$ cat config.mk
export PLATFORM = sky130hd
export DESIGN_NAME = seg_capture_ctrl
export DESIGN_NICKNAME = d
export VERILOG_FILES = /design/src/rtl/seg_capture_pkg.sv /design/src/rtl/seg_capture_demux.sv /design/src/rtl/seg_capture_bank.sv /design/src/rtl/seg_capture_ctrl.sv
export SDC_FILE = /design/constraint.sdc
export NUM_CORES = 1
export LEC_CHECK = 0
export ABC_CLOCK_PERIOD_IN_PS = 12300
export BUFFER_PORTS_ARGS = -buffer_cell sky130_fd_sc_hd__buf_2
export CORE_UTILIZATION = 60
export DETAILED_ROUTE_END_ITERATION = 10
export PLACE_DENSITY = 0.84
export SLEW_MARGIN = 15
export SYNTH_ARGS = -nofsm -noshare
export SYNTH_HDL_FRONTEND = slang
export SYNTH_SLANG_ARGS = --single-unit
$ cat constraint.sdc
create_clock -name clk -period 12.3 [get_ports clk]
set_input_delay 1.23 -clock clk [delete_from_list [all_inputs] [get_ports clk]]
set_output_delay 1.23 -clock clk [all_outputs]
set_load 0.02 [all_outputs]
$ cat src/rtl/seg_capture_pkg.sv
// Shared types for the two-window capture controller.
// Assumes: nothing beyond IEEE 1800-2017.
package seg_capture_pkg;

    // Controller phases, in the order they are visited.
    typedef enum logic [2:0] {
        ST_IDLE    = 3'd0,
        ST_FILL_A  = 3'd1,
        ST_SKIP    = 3'd2,
        ST_FILL_B  = 3'd3,
        ST_READOUT = 3'd4,
        ST_DONE    = 3'd5
    } cap_state_t;

endpackage

$ cat src/rtl/seg_capture_demux.sv
// Serial-to-parallel front end: groups LANES consecutive bits into one word.
// The earliest bit of a group lands in lane 0. 'sync' restarts grouping so the
// bit sampled on the following edge becomes lane 0 of a fresh word.
// Assumes: LANES is a power of two and at least 2.
module seg_capture_demux #(
    parameter int LANES = 4
) (
    input  logic             clk,
    input  logic             rst_n,
    input  logic             sync,
    input  logic             bit_in,
    output logic [LANES-1:0] word_q,
    output logic             word_vld
);
    localparam int PH_W = $clog2(LANES);
    localparam logic [PH_W-1:0] PH_LAST = PH_W'(LANES - 1);

    logic [PH_W-1:0]  phase;
    logic [LANES-2:0] acc;

    // Phase counter and partial-word accumulator.
    always_ff @(posedge clk) begin
        if (!rst_n || sync) begin
            phase <= '0;
            acc   <= '0;
        end else begin
            phase <= phase + 1'b1;
            if (phase != PH_LAST) acc[phase] <= bit_in;
        end
    end

    // Word output register with one-cycle valid on every LANES-th bit.
    always_ff @(posedge clk) begin
        if (!rst_n || sync) begin
            word_q   <= '0;
            word_vld <= 1'b0;
        end else if (phase == PH_LAST) begin
            word_q   <= {bit_in, acc};
            word_vld <= 1'b1;
        end else begin
            word_vld <= 1'b0;
        end
    end

    // Words are produced at most once every LANES cycles.
    AST_WORD_SPACING: assert property (@(posedge clk) disable iff (!rst_n)
        word_vld |=> !word_vld);

endmodule

$ cat src/rtl/seg_capture_bank.sv
// One capture bank: LANES parallel shift registers, DEPTH stages each.
// A shift pushes a new word into stage 0. After DEPTH shifts the oldest word
// sits in stage DEPTH-1. The read port addresses words by arrival order
// (0 = oldest) and selects one lane.
// Assumes: the bank has been shifted exactly DEPTH times before reading.
module seg_capture_bank #(
    parameter int LANES = 4,
    parameter int DEPTH = 32
) (
    input  logic                     clk,
    input  logic                     rst_n,
    input  logic                     shift_en,
    input  logic [LANES-1:0]         word_in,
    input  logic [$clog2(DEPTH)-1:0] rd_word,
    input  logic [$clog2(LANES)-1:0] rd_lane,
    output logic                     rd_bit
);
    localparam int WORD_W = $clog2(DEPTH);
    localparam logic [WORD_W-1:0] LAST_STAGE = WORD_W'(DEPTH - 1);

    logic [LANES-1:0] stg [DEPTH];

    // Stage 0 takes the incoming word.
    always_ff @(posedge clk) begin
        if (!rst_n)        stg[0] <= '0;
        else if (shift_en) stg[0] <= word_in;
    end

    // Every later stage takes its neighbour's word.
    for (genvar i = 1; i < DEPTH; i++) begin : g_stage
        always_ff @(posedge clk) begin
            if (!rst_n)        stg[i] <= '0;
            else if (shift_en) stg[i] <= stg[i-1];
        end
    end

    // Arrival-order read: the oldest word is in the deepest stage.
    always_comb begin
        rd_bit = stg[LAST_STAGE - rd_word][rd_lane];
    end

endmodule

$ cat src/rtl/seg_capture_ctrl.sv
// Two-window bit-stream capture controller (top).
// Groups the serial stream into words and fills bank A. It then drops
// gap_bits>>2 words, fills bank B, and shifts all stored bits out on sout,
// one per rd_step. The gap is latched when arm is accepted.
// Assumes: rd_step is a single-cycle strobe in the clk domain, and
// LANES and DEPTH are powers of two.
module seg_capture_ctrl
    import seg_capture_pkg::*;
#(
    parameter int LANES = 4,
    parameter int DEPTH = 32,
    parameter int GAP_W = 14
) (
    input  logic             clk,
    input  logic             rst_n,
    input  logic             bit_in,
    input  logic             arm,
    input  logic [GAP_W-1:0] gap_bits,
    input  logic             rd_step,
    output logic             sout,
    output logic             busy,
    output logic             done
);
    localparam int LANE_W = $clog2(LANES);
    localparam int WORD_W = $clog2(DEPTH);
    localparam int RD_W   = LANE_W + WORD_W + 1;
    localparam logic [WORD_W-1:0] LAST_WORD = WORD_W'(DEPTH - 1);
    localparam logic [RD_W-1:0]   LAST_BIT  = RD_W'(2 * LANES * DEPTH - 1);

    cap_state_t       state;
    logic             accept;
    logic [LANES-1:0] word_q;
    logic             word_vld;
    logic [WORD_W-1:0] wcnt;
    logic [GAP_W-1:0] gap_q;
    logic [GAP_W-1:0] skip_cnt;
    logic [GAP_W-1:0] skip_words;
    logic [RD_W-1:0]  rd_idx;
    logic             shift_a, shift_b;
    logic             bit_a, bit_b;

    // Arm is honoured only in the idle phase.
    always_comb accept = (state == ST_IDLE) && arm;

    // The gap in words: low bits of the bit count are dropped.
    always_comb skip_words = gap_q >> LANE_W;

    seg_capture_demux #(.LANES(LANES)) u_demux (
        .clk     (clk),
        .rst_n   (rst_n),
        .sync    (accept),
        .bit_in  (bit_in),
        .word_q  (word_q),
        .word_vld(word_vld)
    );

    // Bank write enables follow the fill phase.
    always_comb begin
        shift_a = (state == ST_FILL_A) && word_vld;
        shift_b = (state == ST_FILL_B) && word_vld;
    end

    seg_capture_bank #(.LANES(LANES), .DEPTH(DEPTH)) u_bank_a (
        .clk     (clk),
        .rst_n   (rst_n),
        .shift_en(shift_a),
        .word_in (word_q),
        .rd_word (rd_idx[LANE_W +: WORD_W]),
        .rd_lane (rd_idx[LANE_W-1:0]),
        .rd_bit  (bit_a)
    );

    seg_capture_bank #(.LANES(LANES), .DEPTH(DEPTH)) u_bank_b (
        .clk     (clk),
        .rst_n   (rst_n),
        .shift_en(shift_b),
        .word_in (word_q),
        .rd_word (rd_idx[LANE_W +: WORD_W]),
        .rd_lane (rd_idx[LANE_W-1:0]),
        .rd_bit  (bit_b)
    );

    // Latch the gap when a capture starts.
    always_ff @(posedge clk) begin
        if (!rst_n)      gap_q <= '0;
        else if (accept) gap_q <= gap_bits;
    end

    // Phase sequencer with word, gap and readout counters.
    always_ff @(posedge clk) begin
        if (!rst_n) begin
            state    <= ST_IDLE;
            wcnt     <= '0;
            skip_cnt <= '0;
            rd_idx   <= '0;
        end else begin
            case (state)
                ST_IDLE: begin
                    wcnt   <= '0;
                    rd_idx <= '0;
                    if (accept) state <= ST_FILL_A;
                end
                ST_FILL_A: if (word_vld) begin
                    wcnt <= wcnt + 1'b1;
                    if (wcnt == LAST_WORD) begin
                        wcnt     <= '0;
                        skip_cnt <= skip_words;
                        state    <= (skip_words == '0) ? ST_FILL_B : ST_SKIP;
                    end
                end
                ST_SKIP: if (word_vld) begin
                    skip_cnt <= skip_cnt - 1'b1;
                    if (skip_cnt == GAP_W'(1)) state <= ST_FILL_B;
                end
                ST_FILL_B: if (word_vld) begin
                    wcnt <= wcnt + 1'b1;
                    if (wcnt == LAST_WORD) begin
                        wcnt   <= '0;
                        rd_idx <= '0;
                        state  <= ST_READOUT;
                    end
                end
                ST_READOUT: if (rd_step) begin
                    rd_idx <= rd_idx + 1'b1;
                    if (rd_idx == LAST_BIT) state <= ST_DONE;
                end
                ST_DONE: state <= ST_IDLE;
                default: state <= ST_IDLE;
            endcase
        end
    end

    // Output decode: bank select by the top readout index bit.
    always_comb begin
        sout = (state == ST_READOUT) && (rd_idx[RD_W-1] ? bit_b : bit_a);
        busy = (state != ST_IDLE) && (state != ST_DONE);
        done = (state == ST_DONE);
    end

    AST_FILL_ONLY_FROM_IDLE: assert property (@(posedge clk) disable iff (!rst_n)
        (state != ST_IDLE && state != ST_FILL_A) |=> (state != ST_FILL_A));

    AST_RD_HOLD: assert property (@(posedge clk) disable iff (!rst_n)
        (state == ST_READOUT && !rd_step) |=> $stable(rd_idx));

    AST_DONE_SINGLE: assert property (@(posedge clk) disable iff (!rst_n)
        done |=> !done);

    AST_DONE_NOT_BUSY: assert property (@(posedge clk) disable iff (!rst_n)
        !(done && busy));

    AST_DONE_AFTER_LAST: assert property (@(posedge clk) disable iff (!rst_n)
        $rose(done) |-> ($past(rd_idx) == LAST_BIT && $past(rd_step)));

    AST_SKIP_NONZERO: assert property (@(posedge clk) disable iff (!rst_n)
        (state == ST_SKIP) |-> (skip_cnt != '0));

endmodule

## Word-level counts from Yosys, hierarchy flattened

Memories as Yosys holds them, arrays and structs flattened.
Index checks and enable logic that the tools add are counted.
W data, S select, Z words.

| cells by class | value |
|---|---|
| multiplexer cells | 102 |
| bitwise logic cells | 64 |
| equality and inequality tests | 21 |
| add/sub/neg operators | 5 |
| reduce and logical (&&, ||, !) cells | 19 |
| magnitude comparators | 3 |

Operators with widths:

| kind | count |
|---|---|
| $mux W4 | 64 |
| $or A1 B1 Y1 | 64 |
| $mux W14 | 3 |
| $pmux W14 S2 | 1 |
| $mux W3 | 9 |
| $mux W8 | 3 |
| $pmux W8 S3 | 1 |
| $pmux W3 S5 | 1 |
| $eq A14 B1 Y1 const B | 1 |
| $logic_not A14 Y1 | 1 |
| $ne A2 B1 Y1 const B | 7 |
| $sub A14 B1 Y14 const B | 1 |
| $mux W1 | 13 |
| $mux W5 | 2 |
| $pmux W5 S2 | 1 |
| $reduce_and A9 Y1 | 1 |
| $add A8 B1 Y8 const B | 1 |
| $eq A8 B8 Y1 const B | 1 |
| $ne A2 B2 Y1 const B | 4 |
| $reduce_and A4 Y1 | 2 |
| $eq A3 B2 Y1 const B | 2 |
| $eq A3 B3 Y1 const B | 2 |
| $logic_and A1 B1 Y1 | 6 |
| $lt A2 B3 Y1 const B | 2 |
| other kinds (18) | 21 |

| word-level totals | value |
|---|---|
| memories kept | 2 |
| bits in registers | 54 |
| memory bits (writable) | 256 |
| bits of input ports | 19 |

Memories:

| name | words | bits a word | read ports | clocked after memory_dff | wr ports | line | source |
|---|---|---|---|---|---|---|---|
| u_bank_a.stg | 32 | 4 | 32 | 0 | 32 | seg_capture_bank.sv:21 | `logic [LANES-1:0] stg [DEPTH];` |
| u_bank_b.stg | 32 | 4 | 32 | 0 | 32 | seg_capture_bank.sv:21 |  |

## Logic depth before layout (Yosys ltp)

Gate-level depths: netlist of the first run.

| depth | value |
|---|---|
| depth in word-level cells | 6 |
| mapped depth | 10 |
| gate-level depth less buffers | 9 |

## Modules after synthesis

A second synthesis of the first run with hierarchy kept.

| unflattened totals | value |
|---|---|
| cell total of the unflattened synthesis | 1058 |
| area, all modules | 14362.5 um2 |

Modules (own cells, without submodules):

| module | cells each | times used | seq. area each (um2) | area each (um2) |
|---|---|---|---|---|
| seg_capture_bank | 371 | 2 | 3843.7 | 5869.4 |
| seg_capture_ctrl | 277 | 1 | 840.8 | 2197.1 |
| seg_capture_demux | 39 | 1 | 200.2 | 426.7 |

## Least setup slack after synthesis of the first run

No wires, ideal clock.

| timing | value |
|---|---|
| kind | reg-to-reg |
| from | register state[0] |
| to | memory u_bank_a.stg[0][0] (enable) |
| path slack | 1.763 ns |
| arrival | 9.746 ns |
| setup time | 0.792 ns |
| path buffers | 0 |
| cell stages (with the launch flop) | 4 |
| cell sequence | dfxtp_1 -> nor2b_1 -> nand2_1 -> o21ai_0 |

RTL lines:

| item | line | source |
|---|---|---|
| start, declared | seg_capture_ctrl.sv:30 | `cap_state_t state;` |
| start signal, assigned | seg_capture_ctrl.sv:108 | `state <= (skip_words == '0) ? ST_FILL_B : ST_SKIP;` |
| end, declared | seg_capture_bank.sv:21 |  |

## Final worst setup path of the first run

| timing | value |
|---|---|
| from | register rd_idx[2] |
| to | output sout |

| between the ends | value |
|---|---|
| longest elaborated chain between the ends | 6 |
| elaborated cells between the ends (all ways) | 9 |

Ends and longest elaborated chain:

| item | line | source |
|---|---|---|
| start, declared | seg_capture_ctrl.sv:38 | `logic [RD_W-1:0] rd_idx;` |
| start signal, assigned | seg_capture_ctrl.sv:124 | `rd_idx <= rd_idx + 1'b1;` |
| $sub A5 B5 Y5 * | seg_capture_bank.sv:39 | `rd_bit = stg[LAST_STAGE - rd_word][rd_lane];` |
| $mem_v2 Z32 W4 | - |  |
| $bmux W1 S2 | seg_capture_bank.sv:39 |  |
| $mux W1 (implied by the code) | seg_capture_bank.sv:39 |  |
| $mux W1 * | seg_capture_ctrl.sv:135 | `sout = (state == ST_READOUT) && (rd_idx[RD_W-1] ? bit_b : bit_a);` |
| $logic_and A1 B1 Y1 * | seg_capture_ctrl.sv:135 |  |
| end, declared | seg_capture_ctrl.sv:20 | `output logic sout,` |

Every way passes the cells marked *; elsewhere a longest branch is shown, timed or not. The select of a mux whose other input is x is not followed.

==> results of run 1 <==
-- flip-flops by register name (all words and copies together), names as in the netlist --
name,flops
u_bank_a.stg,128
u_bank_b.stg,128
skip_cnt,14
gap_q,12
rd_idx,8
wcnt,5
u_demux.word_q,4
state,3
u_demux.acc,3
u_demux.phase,2
u_demux.word_vld,1
-- logic make-up (layout without fill, tap and decap cells) --
group / after synthesis / after routing / share of synthesized area [%]
and+or+nand+nor: 420 / 420 / 16.9
DFF: 308 / 308 / 61.5
AOI/OAI and AO/OA: 132 / 132 / 6.25
buffers and inverters: 99 / 95 / 3.41
muxes: 96 / 96 / 10.4
xor gates and xnor gates: 12 / 12 / 0.741
adders and majority gates: 9 / 9 / 0.794
-- path summary, 6_finish.rpt --
path | startpoint | end | slack [ps]
worst min register to register | u_demux.phase[0] | u_demux.phase[0] | 470
worst max register to register | state[0] | u_bank_a.stg[12][3] | 9020
worst min-delay path | u_demux.phase[0] | u_demux.phase[0] | 470
worst max-delay path | rd_idx[2] | sout | 7090
-- where the power goes --
group	total, mW	internal (mW)	switching, mW
clock network	0.934	0.556	0.378
registers	1.18	1.16	0.0212
logic	0.0681	0.0229	0.0452
-- worst register-to-register path: stages, from the launching register on --
cell and delay (ps):
dfxtp_1 590, nor2b_1 450, nand2_1 220, o21ai_4 160
buf_4 530, buf_4 880
-- per-layer routing --
layer	track usage [%]	wire, µm
met1	32.7	11500
met2	37.3	13200
met3	3.58	1770
met4	6.63	545
met5	0	0
-- final cells by class --
cell class / count / area (µm²) / share of cell area, %
tap: 313 / 392 / 2.55
inverter: 12 / 45.0 / 0.293
timing repair buffer: 27 / 155 / 1.01
clock inverter: 10 / 103 / 0.668
multi-input combinational: 669 / 5000 / 32.6
clock buffer: 46 / 922 / 6.01
sequential: 308 / 8740 / 56.9
-- cells in the mapped netlist (all sizes together) (3+ instances only) --
cell	n	share of area, %
o221ai	13	0.80
xor2	6	0.37
edfxtp	256	54
a22oi	14	0.74
nor2b	9	0.40
xnor2	6	0.37
nand4	8	0.35
o221a	3	0.24
mux2i	56	4.0
a221oi	11	0.72
mux4	40	6.4
a21oi	39	1.4
a211oi	3	0.16
dfxtp	52	7.3
nor2	44	1.2
o21ai	24	0.85
ha	9	0.79
nand3	12	0.42
or3	3	0.13
inv	12	0.32
buf	21	1.3
and3	132	5.8
clkbuf	66	1.7
a31oi	4	0.18
and2	134	5.9
nor4	8	0.35
nand2	52	1.4
o21a	5	0.26
nor3	6	0.21
o22ai	4	0.18
==> results.json, run 1 <==
{
  "core-area_um2": 22900,
  "syn_area_um2": 14200,
  "cp.depth": 8,
  "vdd_drop_max_uv": 115,
  "cp_top_family": "buffers and inverters",
  "insertion_delay_ps": 550,
  "startpoint_type": "register",
  "whs_ps": 466,
  "tightest_slew_ps": 1120,
  "dpl.hpwl_um": 15000,
  "crit_type": "register to primary output",
  "syn_nets": 1104,
  "min_path_type": "register to register",
  "area_growth_pct": 8.28,
  "nFillCells": 1546,
  "ctsRootBufferMaster": "clkbuf_16",
  "syn_inst": 1076,
  "p_per_area_nw_per_um2": 142,
  "cts_setup_buffers": 0,
  "track_usage_pct": 23.0,
  "path_clk_slew_ps": 60,
  "die_w_um": 156,
  "final_cell_mix": "256 x edfxtp_1, 134 x and2_1, 132 x and3_1, 56 x mux2i_1, 51 x nand2_1",
  "layout_commonest_cell": "edfxtp_1",
  "slew_viol_final": 0,
  "synth-seq-cells": 308,
  "arrival_ps": 3980,
  "htree_levels": 1,
  "slowest_delay_ps": 840,
  "cts_hold_buf": 0,
  "synth-main-ff-cell": "edfxtp_1",
  "overflow": 0,
  "gp_congestion": 0.792,
  "slowest_stage": "buf_4",
  "p_leak_nw": 5.80,
  "via_per_inst": 6.26,
  "worst-endpoint-required_ps": 11070,
  "synth_edf_count": 256,
  "layout.nets": 1076,
  "synth_cell_type_count": 53,
  "outcome": "finished, final reports clean",
  "synth_area_per_cell_um2": 13.2,
  "io_buffers": 19,
  "drt_pass1_iterations": 6,
  "holdPathStages": 1,
  "fmax_mhz": 192,
  "rsz0062_at_grt": "false",
  "ys_seq_area_share_pct": 61.5,
  "setup_violations": 0,
  "relSlewSlack_pct": 24.9,
  "grt_antenna_before_repair": 0,
  "path_cells": "buf_4 > or3b_1 > o221ai_1 > a21oi_1 > nand4_1 > a32oi_1 > a311oi_1 > buf_2",
  "wire_per_inst_um": 19.5,
  "drc": 0,
  "pre_cts_slack_ps": 7680,
  "worst-path-buf-inv": 2,
  "num_vias": 8664,
  "cp_max_fo": 51,
  "rows": 55,
  "postRouteAntennaNets": 0,
  "grt_max_degree": 143,
  "cts_buffers": 30,
  "clock-sinks": 308,
  "max-cap-violations": 0,
  "drt_iter0_drc": 922,
  "clock_skew_ps": 19.9,
  "async_flop_share_pct": 0,
  "grt_pass1_vias": 8452,
  "fin_area_um2": 15400,
  "postCtsResizedCells": 0,
  "initial_core_util_pct": 61.9,
  "clock_path_buffers": 3,
  "pin_count": 22,
  "ys_warn_count": 0,
  "cts_tree": "yes",
  "p_total_mw": 2.18,
  "post-route-min-period_ps": 5210,
  "min_period_over_period_pct": 42.4,
  "post-route-util_pct": 67.0,
  "dieArea_um2": 24300,
  "antennaDiodeCount": 0,
  "dp.cells": 1329,
  "setup_ws_ps": 7090,
  "final-hold-violation-count": 0,
  "endpoint_kind": "primary output",
  "worst-r2r-cell-count": 5,
  "routed_wl_um": 27100,
  "fin_cells": 1385,
  "grt_pass1_wl_um": 44500,
  "tns_ps": 0,
  "drive_gt1_share_pct": 11.8,
  "dpl-instance-area_um2": 14300,
  "die_height_um": 156
}
No activity file was read; power rests on OpenSTA's default activity.
==> run 2, diff against run 1 <==
--- a/config.mk
+++ b/config.mk
@@ -5,7 +5,8 @@
 export SDC_FILE = /design/constraint.sdc
 export NUM_CORES = 1
 export LEC_CHECK = 0
-export ABC_CLOCK_PERIOD_IN_PS = 12300
+export ABC_AREA = 1
+export ABC_CLOCK_PERIOD_IN_PS = 5100
 export BUFFER_PORTS_ARGS = -buffer_cell sky130_fd_sc_hd__buf_2
 export CORE_UTILIZATION = 60
 export DETAILED_ROUTE_END_ITERATION = 10
==> constraint.sdc (replaced) <==
create_clock -name clk -period 5.1 [get_ports clk]
set_input_delay 0.51 -clock clk [delete_from_list [all_inputs] [get_ports clk]]
set_output_delay 0.51 -clock clk [all_outputs]
set_load 0.02 [all_outputs]
==> run 2 against run 1 <==
Combinational power grew to 8.9 times the previous value. Die area grew 3.3%. Area after synthesis grew 3.4%. Core utilization grew 0.84 points. Count of clock-buffer cells in the layout shrank 3. Critical path type unchanged.
==> results.json, run 2 <==
{
  "pin_count": 22,
  "min-delay-start": "gap_bits[11]",
  "clock_path_buffers": 3,
  "syn_area_um2": 14700,
  "die_height_um": 158,
  "cts_tree": "yes",
  "overflow": 0,
  "area_growth_pct": 9.91,
  "die_w_um": 158,
  "dieArea_um2": 25100,
  "syn_inst": 1675,
  "endpoint_kind": "primary output",
  "io_buffers": 19,
  "grtUsageMet3_pct": 4.14,
  "layout_commonest_cell": "nor2_1",
  "syn_nets": 1703,
  "p_per_area_nw_per_um2": 379,
  "vdd_drop_max_uv": 423,
  "min_period_over_period_pct": 83.2,
  "worst-endpoint-required_ps": 4590,
  "path_clk_slew_ps": 60,
  "reg_top3": "u_bank_a.stg (128), u_bank_b.stg (128), skip_cnt (14)",
  "ys_warn_count": 0,
  "synth_top_cell_area_share_pct": 52.4,
  "startpoint_type": "register",
  "p_total_mw": 6.11,
  "routed_wl_um": 29600,
  "initial_core_util_pct": 61.7,
  "path_cells": "clkinv_2 > buf_12 > nand2_1 > nand3_1 > nand3_1 > nand3_1 > nand2_1 > nand3_1 > nand3_1 > nand3_1 > a21oi_1 > buf_2",
  "core-area_um2": 23800,
  "dpl.hpwl_um": 16700,
  "post-route-min-period_ps": 4240,
  "post-route-util_pct": 67.8,
  "slowest_delay_ps": 910,
  "drt_iter0_drc": 1102,
  "via_per_inst": 5.43,
  "crit_type": "register to primary output",
  "wire_per_inst_um": 14.8,
  "outcome": "finished, final reports clean",
  "clock-sinks": 308,
  "htree_levels": 2,
  "final_cell_mix": "319 x nor2_1, 297 x inv_1, 261 x nand2_1, 256 x edfxtp_1, 157 x nand3_1",
  "cp_max_fo": 83,
  "cts_hold_buf": 0,
  "pre_cts_slack_ps": 1420,
  "fin_cells": 2002,
  "clock_skew_ps": 7.23,
  "worst-path-buf-inv": 3,
  "p_leak_nw": 6.52,
  "synth_edf_count": 256,
  "slew_viol_final": 0,
  "critPathLaunch": "rd_idx[2]",
  "slowest_stage": "dfxtp_4",
  "num_vias": 10865,
  "layout.nets": 1685,
  "met1_usage_pct": 31.8,
  "async_flop_share_pct": 0,
  "antennaDiodeCount": 0,
  "track_usage_pct": 24.4,
  "grt-busiest-layer": "met2",
  "insertion_delay_ps": 500,
  "cp_common_cell": "nand3_1",
  "use_met2_pct": 40.9,
  "setup_violations": 0,
  "synth-seq-cells": 308,
  "drive_gt1_share_pct": 6.36,
  "cts_setup_buffers": 0,
  "grt_antenna_before_repair": 0,
  "grt_pass1_vias": 10267,
  "fmax_mhz": 236,
  "tightest_slew_ps": 1080,
  "synth_cell_type_count": 38,
  "drc": 0,
  "ys_seq_area_share_pct": 59.5,
  "final-hold-violation-count": 0,
  "gp_congestion": 0.861,
  "max-cap-violations": 0,
  "setup_ws_ps": 857,
  "rows": 56,
  "yosys.area.top_type": "edfxtp_1",
  "synth_area_per_cell_um2": 8.75,
  "yosysMostFrequentCell": "nor2_1",
  "arrival_ps": 3730,
  "tns_ps": 0,
  "ys_top_cells_by_area": "edfxtp_1 52%, nor2_1 8.2%, inv_1 7.6%",
  "rsz0062_at_grt": "false",
  "grt_max_degree": 102,
  "grt_pass1_wl_um": 48500,
  "min_path_type": "primary input to register",
  "yosys-top-cells-count": "319 x nor2_1, 298 x inv_1, 264 x nand2_1",
  "cts_buffers": 34,
  "ctsRootBufferMaster": "clkbuf_16",
  "postCtsResizedCells": 0,
  "dp.cells": 1940,
  "r2r-start": "rd_idx[2]",
  "drt_pass1_iterations": 5,
  "postRouteAntennaNets": 0,
  "cp_top_family": "buffers and inverters",
  "synth-main-ff-cell": "edfxtp_1",
  "relSlewSlack_pct": 28.1
}
[run 2: worst paths after layout]
| check | end | slack (ps) | depth (start not counted) |
|---|---|---|---|
| hold / removal | gap_q[11] | 280 | 3 |
| setup reg to reg | rd_idx[7] | 2310 | 9 |
| hold reg to reg | skip_cnt[10] | 470 | 2 |
| setup / recovery | sout | 860 | 12 |
[run 2: power by group]
group,internal [mW],switching [mW],leakage [nW],total (mW)
clock,1.58,0.974,0.576,2.56
combinational,0.179,0.425,2.88,0.604
sequential,2.86,0.0863,3.07,2.95
[run 2: cells by family after synthesis]
family                   share of synthesized area [%]
buffers and inverters                             10.4
multiplexers                                     0.205
AND/OR/NAND/NOR                                   21.8
XOR/XNOR                                         0.239
flip-flops                                        59.5
adder cells (fa/ha/maj)                          0.768
AO/OA/AOI/OAI                                     7.08
[run 2: routing by layer]
layer  part of all wire, %  routed length (µm)  vias to the layer above
li1                      -                   -                     5346
met1                    41               12200                     5057
met2                    49               14500                      396
met3                   7.1                2100                       66
met4                   2.7                 799                        0
met5                     0                   0                        -
[run 2: worst reg2reg max path, cell delays in order, from the launching register on]
cell and delay, ps:
dfxtp_4 910, clkinv_2 620, buf_12 380, nor3_2 220
nand2_2 100, nor2_4 110, nand3_2 90, o21ai_1 140
nand2_1 70, nor2_1 90
[run 2: layout make-up]
type,instances,area (µm²)
Fill cell,1708,7640
Clock inverter,19,210
Multi-Input combinational cell,972,4450
Timing Repair Buffer,32,205
Inverter,309,1160
Clock buffer,43,958
Sequential cell,308,8730
Tap cell,319,399
[run 2: per-stage QoR]
stage               hold slack [ps]  cell area [µm²]
floorplan                       433            14700
global placement                449            14900
detailed placement              461            14900
CTS                             275            16100
global route                    292            16100
finish                          283            16100
